===== src/rtl/mfalu_pkg.sv =====
// Package: shared definitions for the registered multifunction ALU.
// Assumes: a 3-bit function code. The code values are fixed and
// external callers depend on them.
package mfalu_pkg;

    localparam int OP_W = 3;

    typedef enum logic [OP_W-1:0] {
        OP_ADD  = 3'b000,
        OP_PASS = 3'b001,
        OP_OR   = 3'b010,
        OP_SUB  = 3'b011,
        OP_SHL  = 3'b100,
        OP_MUL  = 3'b101,
        OP_AND  = 3'b110,
        OP_ZERO = 3'b111
    } op_e;

endpackage


===== src/rtl/mfalu_capture.sv =====
// Module: input stage. Registers operand A, operand B and the function code.
// Assumes: synchronous active-low reset. All state clears to zero,
// and a zero code selects addition.
module mfalu_capture
    import mfalu_pkg::*;
#(
    parameter int W = 16
) (
    input  logic         clk,
    input  logic         rst_n,
    input  logic [W-1:0] a_d,
    input  logic [W-1:0] b_d,
    input  op_e          op_d,
    output logic [W-1:0] a_q,
    output logic [W-1:0] b_q,
    output op_e          op_q
);

    // Capture the operands and the code on each rising edge.
    always_ff @(posedge clk) begin
        if (!rst_n) begin
            a_q  <= '0;
            b_q  <= '0;
            op_q <= OP_ADD;
        end else begin
            a_q  <= a_d;
            b_q  <= b_d;
            op_q <= op_d;
        end
    end

endmodule


===== src/rtl/mfalu_addsub.sv =====
// Module: ripple adder/subtractor with carry out.
// Assumes: subtraction is done as a + ~b + 1. The carry out is the true
// carry of that sum, so it is 1 when a >= b (unsigned).
module mfalu_addsub #(
    parameter int W = 16
) (
    input  logic [W-1:0] a,
    input  logic [W-1:0] b,
    input  logic         sub,
    output logic [W-1:0] sum,
    output logic         cout
);

    logic [W:0] total;

    // Invert B when subtracting and inject the carry-in.
    always_comb begin
        total = {1'b0, a} + {1'b0, b ^ {W{sub}}} + {{W{1'b0}}, sub};
        sum   = total[W-1:0];
        cout  = total[W];
    end

endmodule


===== src/rtl/mfalu_shl.sv =====
// Module: logical left shifter with a small shift amount.
// Assumes: the amount is SHW bits wide and zeros enter from the right.
// One mux level is built per amount bit.
module mfalu_shl #(
    parameter int W   = 16,
    parameter int SHW = 2
) (
    input  logic [W-1:0]   a,
    input  logic [SHW-1:0] amt,
    output logic [W-1:0]   y
);

    logic [W-1:0] lvl [SHW+1];

    assign lvl[0] = a;

    for (genvar s = 0; s < SHW; s++) begin : g_stage
        localparam int DIST = 1 << s;
        // Shift by 2^s when amount bit s is set.
        assign lvl[s+1] = amt[s] ? {lvl[s][W-1-DIST:0], {DIST{1'b0}}} : lvl[s];
    end

    assign y = lvl[SHW];

endmodule


===== src/rtl/mfalu_mul.sv =====
// Module: unsigned array multiplier that keeps only the low W bits.
// Assumes: full W-bit operands. Product bits at or above W are dropped,
// so each row adder only needs W bits.
module mfalu_mul #(
    parameter int W = 16
) (
    input  logic [W-1:0] a,
    input  logic [W-1:0] b,
    output logic [W-1:0] p
);

    logic [W-1:0] row [W+1];

    assign row[0] = '0;

    for (genvar r = 0; r < W; r++) begin : g_row
        // Add the shifted copy of A when bit r of B is set.
        assign row[r+1] = row[r] + (b[r] ? (a << r) : {W{1'b0}});
    end

    assign p = row[W];

endmodule


===== src/rtl/mfalu16.sv =====
// Module: top of the registered multifunction ALU.
// Assumes: one operation can start every clock. A result appears two
// rising edges after its inputs are presented. The carry is meaningful
// only for add and subtract and is forced to 0 for every other code.
module mfalu16
    import mfalu_pkg::*;
#(
    parameter int W   = 16,
    parameter int SHW = 2
) (
    input  logic         clk,
    input  logic         rst_n,
    input  logic [W-1:0] a_in,
    input  logic [W-1:0] b_in,
    input  logic [2:0]   op_in,
    output logic [W-1:0] result_q,
    output logic         carry_q
);

    logic [W-1:0] a_q, b_q;
    op_e          op_q;
    logic [W-1:0] sum_w, shl_w, mul_w;
    logic         cout_w, is_sub;
    logic [W-1:0] res_d;
    logic         carry_d;

    mfalu_capture #(.W(W)) u_cap (
        .clk  (clk),
        .rst_n(rst_n),
        .a_d  (a_in),
        .b_d  (b_in),
        .op_d (op_e'(op_in)),
        .a_q  (a_q),
        .b_q  (b_q),
        .op_q (op_q)
    );

    assign is_sub = (op_q == OP_SUB);

    mfalu_addsub #(.W(W)) u_add (
        .a   (a_q),
        .b   (b_q),
        .sub (is_sub),
        .sum (sum_w),
        .cout(cout_w)
    );

    mfalu_shl #(.W(W), .SHW(SHW)) u_shl (
        .a  (a_q),
        .amt(b_q[SHW-1:0]),
        .y  (shl_w)
    );

    mfalu_mul #(.W(W)) u_mul (
        .a(a_q),
        .b(b_q),
        .p(mul_w)
    );

    // Pick one unit's output according to the registered code.
    always_comb begin
        carry_d = 1'b0;
        unique case (op_q)
            OP_ADD:  begin res_d = sum_w; carry_d = cout_w; end
            OP_SUB:  begin res_d = sum_w; carry_d = cout_w; end
            OP_PASS: res_d = a_q;
            OP_OR:   res_d = a_q | b_q;
            OP_AND:  res_d = a_q & b_q;
            OP_SHL:  res_d = shl_w;
            OP_MUL:  res_d = mul_w;
            OP_ZERO: res_d = '0;
            default: res_d = '0;
        endcase
    end

    // Register the selected result and the carry.
    always_ff @(posedge clk) begin
        if (!rst_n) begin
            result_q <= '0;
            carry_q  <= 1'b0;
        end else begin
            result_q <= res_d;
            carry_q  <= carry_d;
        end
    end

endmodule


===== config.mk =====
export PLATFORM = sky130hd
export DESIGN_NAME = mfalu16
export DESIGN_NICKNAME = d
export VERILOG_FILES = /design/src/rtl/mfalu_pkg.sv /design/src/rtl/mfalu_capture.sv /design/src/rtl/mfalu_addsub.sv /design/src/rtl/mfalu_shl.sv /design/src/rtl/mfalu_mul.sv /design/src/rtl/mfalu16.sv
export SDC_FILE = /design/constraint.sdc
export NUM_CORES = 1
export LEC_CHECK = 0
export ABC_AREA = 1
export BUFFER_PORTS_ARGS = -buffer_cell sky130_fd_sc_hd__buf_2
export CORE_ASPECT_RATIO = 2
export CORE_MARGIN = 4
export CORE_UTILIZATION = 35
export CTS_CLUSTER_DIAMETER = 80
export DETAILED_ROUTE_END_ITERATION = 7
export PLACE_DENSITY_LB_ADDON = 0.15
export SYNTH_ARGS = -nofsm -noshare
export SYNTH_HDL_FRONTEND = slang
export SYNTH_SLANG_ARGS = --single-unit

===== constraint.sdc =====
create_clock -name clk -period 5.8 [get_ports clk]
set_clock_uncertainty 0.1 [all_clocks]
set_input_delay 1.45 -clock clk [delete_from_list [all_inputs] [get_ports clk]]
set_output_delay 1.45 -clock clk [all_outputs]
set_load 0.005 [all_outputs]

======== Yosys cells after proc, flatten, opt, wreduce, memory -nomap -nowiden ========
Cells that the tools add are included.
storage, ports and cells
  register bits after elaboration ......... 52
  latch bits .............................. 0
  RAM bits ................................ 0
  memory bits (read-only) ................. 0
  input bits .............................. 37
  output and inout bits ................... 17
  word-level logic and storage cells ...... 54
  memories kept ........................... 0
cells by class
  add/subtract/negate cells ............... 17
  multipliers ............................. 0
  divide/modulo/power cells ............... 0
  order comparisons ....................... 0
  equal/unequal tests ..................... 7
  shift-type cells ........................ 0
  multiplexer cells ....................... 19
  bitwise operators ....................... 3
  reductions and logical operators ........ 3
operator list
  kind                                                 number
  two-way mux 16 bit                                   18
  adder 16 bit                                         15
  case mux 16 bit (7 select lines)                     1
  adder 16 x 16 -> 17 bit                              1
  adder 17 x 1 -> 17 bit                               1
  bitwise AND 16 bit                                   1
  OR 16 bit                                            1
  XOR 16 bit                                           1
  equality test 3 bit, second input constant           4
  equality test 3 x 2 -> 1 bit, second input constant  2
  equality test 3 x 1 -> 1 bit, second input constant  1
  logical NOT 3 bit                                    1
  AND reduction 2 bit                                  1
  OR reduction 2 bit                                   1

======== Longest topological paths before layout ========
  depth in word-level cells ............... 17
  gate-level depth with buffers ........... 32
  depth with buffers taken out ............ 29

======== Cells and area by module ========
From an unflattened synthesis, not the netlist that was laid out.
second synthesis, totals
  cells, all modules ...................... 1,224
  area total of the unflattened synthesis .. 8,129.0 um^2
by module, submodules not included
  module         times used  cells each  area each (um^2)  sequential area each (um^2)
  mfalu_mul      1           581         4,100.2           0.0
  mfalu16        1           252         1,481.4           340.3
  mfalu_addsub   1           183         1,074.8           0.0
  mfalu_capture  1           109         1,004.7           700.7
  mfalu_shl      1           99          467.9             0.0

======== Worst setup path before layout ========
No wires, ideal clock.
  path type ............................... register to register
  from .................................... reg u_cap.b_q[1]
  to ...................................... reg result_q[13]
  library setup time ...................... 0.057 ns
  data arrival time ....................... 5.306 ns
  data required time ...................... 5.643 ns
  slack ................................... 0.337 ns
  cell stages (with the launch flop) ...... 28
  path buffers ............................ 3
  period minus slack after synthesis ...... 5.463 ns
  cell sequence ........................... dfxtp_1 > buf_2 > buf_1 > clkbuf_1 > nand2_1 > fa_1 > inv_1 > fa_1 > inv_1 > fa_1 > inv_1 > fa_1 > ha_1 > ha_1 > ha_1 > inv_1 > fa_1 > inv_1 > nand3_1 > nand2_1 > nand2_1 > nand2_1 > a21oi_1 > xor2_1 > or2_2 > nand4_1 > nand3_1 > inv_1
on the way
  word-level cells in the longest chain between the ends .. 17
  elaborated cells between the ends (all ways) .. 21
  those cells by class .................... add/sub: 17; mux: 3; bitwise: 1
RTL lines
  item                                  RTL line             source
  start, declared                       mfalu_capture.sv:15  output logic [W-1:0] b_q,
  start signal, assigned                mfalu_capture.sv:23  b_q <= '0;
  start signal, assigned                mfalu_capture.sv:27  b_q <= b_d;
  two-way mux 16 bit                    mfalu_mul.sv:18      assign row[r+1] = row[r] + (b[r] ? (a << r) : {W{1'b0}});
  adder 16 bit (15 in series)           mfalu_mul.sv:18
  case mux 16 bit (7 select lines) (*)  mfalu16.sv:63        unique case (op_q)
  end signal, assigned                  mfalu16.sv:82        result_q <= res_d;
  end, declared                         mfalu16.sv:16        output logic [W-1:0] result_q,
Mark *: on every way between the ends. The rest lies on a longest branch, timed or not.
A chain may end at the register's enable or synchronous reset.

======== Worst setup path in the final report ========
Ends and elaborated chain as after synthesis.

==> impl_results.rst <==
.. list-table::
   :header-rows: 1

   * - Metric
     - Value
   * - Bufs on Longest Clock Path
     - 2
   * - Path depth of the worst reg2reg path
     - 24
   * - Depth of the worst hold-timing path
     - 4
   * - Relative area change from synthesis to final layout
     - 11.1%
   * - Syn_nets
     - 1230
   * - Async set-or-reset flop fraction in the synthesized netlist
     - 0
   * - H-tree depth reported by CTS
     - 2
   * - Worst voltage drop across the vdd grid
     - around 0.00016 V
   * - Total power consumption of the routed design
     - 1.33 mW
   * - Post-Syn Instances
     - about 1100
   * - Cell chosen for the clock root
     - clkbuf_16
   * - Fraction of the yosys area taken by sequential cells
     - 0.143
   * - Category of the worst setup path capture point
     - flop
   * - Mean area per synthesized cell
     - 6.93 µm²
   * - Endpoint of the worst-slack reg-to-reg timing path
     - result_q[13]$_SDFF_PN0_
   * - Synthesized area
     - 7280 µm²
   * - Global route overflow
     - 0
   * - Core Area
     - 20500 µm²
   * - Hold EP
     - result_q[15]$_SDFF_PN0_
   * - First DRT Iteration DRCs
     - 419
   * - Launch instance of the worst min-delay path
     - u_cap.a_q[15]$_SDFF_PN0_
   * - Total number of clock tree sinks
     - 52
   * - CTS tree
     - yes
   * - # IOs
     - 54
   * - # fillers
     - 2206
   * - Setup repair after global routing missed its margin
     - no
   * - Vias in the first global route
     - 7002
   * - Post-detailed-route count of antenna-violating nets
     - 0
   * - Die height
     - 212 µm
   * - Crit Path Category
     - flop to flop
   * - Tmin final
     - 5.45 ns
   * - Post-synthesis register bit count
     - between 50 and 60
   * - Headroom to the max-slew limit
     - 0.583
   * - Critical path required time
     - 5.96 ns
   * - Post-route design area
     - 8080 µm²
   * - Status
     - completed
   * - Weighted congestion reported at the end of routability-driven placement
     - 0.967
   * - Horizontal die dimension
     - approximately 110 µm
   * - Routed len/inst
     - roughly 17 µm
   * - Insertion delay of the later-clocked pin in the worst-skew pair
     - 0.31 ns
   * - Diode insertion count for antenna repair
     - 0
   * - Count of endpoints failing setup in the final report
     - 0
   * - Critical Path AT
     - 5.61 ns
   * - Number of buffers inserted by port buffering
     - 53
   * - Number of enable-type register cells in the synthesized netlist
     - 0
   * - Fin Setup TNS
     - 0 ns
   * - Total via count in the routed design
     - 6619
   * - Total CTS buffers
     - 5
   * - Largest net degree at the start of global routing
     - 44
   * - Detailed placement HPWL
     - 19800 µm
   * - First-pass GRT wire length
     - 37700 µm
   * - Transition time at the pin with the least slew margin
     - 0.624 ns
   * - Highest fanout seen on the critical path
     - 15
   * - Flip-flop cell with the highest count after synthesis
     - dfxtp_1
   * - Maxcap violations
     - 0
   * - Unique masters post-synth
     - 41
   * - Post-route DRC
     - 0
   * - Core utilization of the finished layout
     - 0.395
   * - Initial core utilization
     - 0.356
   * - DRT Pass-1 Iters
     - 5
   * - Post-route clock period utilization
     - 0.940
   * - Yosys warning count
     - 0
   * - Type of the worst min-delay path
     - flop to flop
   * - Static Leak
     - about 4.7 nW
   * - Number of nets in the final layout
     - 1276
   * - Count of pins over their slew limit
     - 0
   * - Number of core rows
     - 74
   * - Number of hold-slack violations in the final timing report
     - 0
   * - Total detailed-routing wirelength
     - between 20000 and 25000 µm
   * - All-Layer GR Usage
     - 0.215
   * - Share of cells above drive strength 1
     - 0.109
   * - Power density over the cells
     - roughly 160 nW/µm²
   * - Ratio of routed vias to standard cells
     - 4.86
   * - Startpoint kind of the worst setup timing path
     - flop
   * - Number of antenna violations at the first check in global routing
     - 0
   * - Beginning of the worst register-to-register path
     - u_cap.b_q[1]$_SDFF_PN0_
   * - DP Area
     - 7920 µm²
   * - Maximum clock rate
     - 183 MHz
   * - Total die area
     - 23300 µm²
   * - Reg2reg setup slack
     - 0.35 ns
   * - Post-placement worst setup slack
     - 0.134 ns
   * - Clock transition at the register clock pins on the worst setup and hold paths after CTS
     - 0.08 ns
   * - Worst setup slack after layout
     - approximately 0.35 ns
[power by group]
part / total, mW / leakage [nW] / internal [mW] / switching (mW)
Combinational: 0.571 / 4.22 / 0.225 / 0.345
Clock: 0.326 / 0.0767 / 0.167 / 0.159
Sequential: 0.437 / 0.435 / 0.384 / 0.0530
Total: 1.33 / 4.73 / 0.776 / 0.557
[through the flow]
step / cells / hold WS [ns]
6_report: 1363 / 0.619
5_1_grt: 1363 / 0.680
4_1_cts: 1363 / 0.630
3_5_place_dp: 1355 / 0.610
3_3_place_gp: 1355 / 0.629
2_1_floorplan: 1050 / 0.475
[cell type report]
type,count,area [µm²],share of cell area
Clock buffer,5,125,0.0155
Clock inverter,3,28.8,0.00356
Inverter,258,970,0.120
Multi-Input combinational cell,695,5080,0.628
Sequential cell,52,1050,0.130
Tap cell,266,333,0.0412
Timing Repair Buffer,84,498,0.0616
[worst max-delay path, cell delays in order, from the launching register on]
cell and delay (ns):
dfxtp_1 0.72, nand2_1 0.14, fa_1 0.51, inv_1 0.05
fa_1 0.48, inv_1 0.06, fa_1 0.54, inv_1 0.06
fa_1 0.47, ha_1 0.30, ha_1 0.28, ha_1 0.17
inv_1 0.06, fa_1 0.40, inv_1 0.07, nand3_1 0.06
nand2_1 0.11, nand2_1 0.08, nand2_1 0.06, a21oi_1 0.06
xor2_1 0.14, or2_2 0.28, nand4_1 0.07, nand3_1 0.07
inv_1 0.06
[layer usage]
| metal | share of wire | track usage | up-vias |
|---|---|---|---|
| li1 | - | - | 3263 |
| met1 | 0.37 | 0.235 | 3141 |
| met2 | 0.55 | 0.405 | 164 |
| met3 | 0.032 | 0.0156 | 51 |
| met4 | 0.049 | 0.105 | 0 |
| met5 | 0 | 0 | - |
[state kept, by name (all words and copies together), names as in the netlist]
signal and cells:
u_cap.op_q 3, u_cap.a_q 16, carry_q 1, u_cap.b_q 16
result_q 16
[Yosys cell counts, types with 2 or more instances]
library cell | n | area share
nand4_1 | 5 | 0.0043
inv_1 | 254 | 0.13
nor3_1 | 6 | 0.0041
inv_2 | 2 | 0.0010
nor2_1 | 23 | 0.012
a211oi_1 | 9 | 0.0093
a221oi_1 | 5 | 0.0060
nand3_1 | 44 | 0.030
nand3b_1 | 6 | 0.0062
a21oi_1 | 39 | 0.027
o22ai_1 | 4 | 0.0034
ha_1 | 58 | 0.10
clkbuf_1 | 26 | 0.013
nand2_2 | 5 | 0.0043
fa_1 | 85 | 0.23
o211ai_1 | 11 | 0.011
o21a_1 | 2 | 0.0021
or2_2 | 5 | 0.0043
xnor2_1 | 11 | 0.013
nor2_4 | 2 | 0.0031
o21ai_0 | 32 | 0.022
buf_1 | 2 | 0.0010
o21bai_1 | 2 | 0.0021
a31oi_1 | 8 | 0.0069
a41oi_1 | 3 | 0.0036
nand2_1 | 305 | 0.16
buf_2 | 17 | 0.012
xor2_1 | 15 | 0.018
dfxtp_1 | 52 | 0.14
[worst max-delay path by stage]
stage,start,to,slack [ns],cells after the start
floorplan,u_cap.b_q[1]$_SDFF_PN0_,result_q[13]$_SDFF_PN0_,0.34,27
global placement,u_cap.a_q[4]$_SDFF_PN0_,result_q[13]$_SDFF_PN0_,0.18,23
detailed placement,u_cap.a_q[4]$_SDFF_PN0_,result_q[13]$_SDFF_PN0_,0.13,23
CTS,u_cap.a_q[4]$_SDFF_PN0_,result_q[13]$_SDFF_PN0_,0.10,23
global route,u_cap.a_q[7]$_SDFF_PN0_,result_q[13]$_SDFF_PN0_,0.04,24
finish,u_cap.b_q[1]$_SDFF_PN0_,result_q[13]$_SDFF_PN0_,0.35,24
[cell usage in the layout, fill, tap and decap left out, types with 15 or more instances in the layout]
| cell | count |
|---|---|
| inv_1 | 254 |
| dfxtp_1 | 42 |
| nor2_1 | 23 |
| fa_1 | 85 |
| buf_4 | 31 |
| xor2_1 | 15 |
| nand3_1 | 44 |
| o21ai_0 | 32 |
| buf_2 | 53 |
| nand2_1 | 305 |
| a21oi_1 | 39 |
| ha_1 | 58 |
[cell families after synthesis]
logic type | synth area share
buffers and inverters | 0.159
and+or+nand+nor | 0.230
adders and majority gates | 0.334
xor gates and xnor gates | 0.0313
DFF | 0.143
AOI/OAI and AO/OA | 0.102
[timing repair]
action / CTS / global route
resized for setup: 0 / 10
buffers inserted: 0 / 0
setup endpoints to repair: 0 / 4
hold buffers: 0 / 0
(Power assumes the default switching activity.)
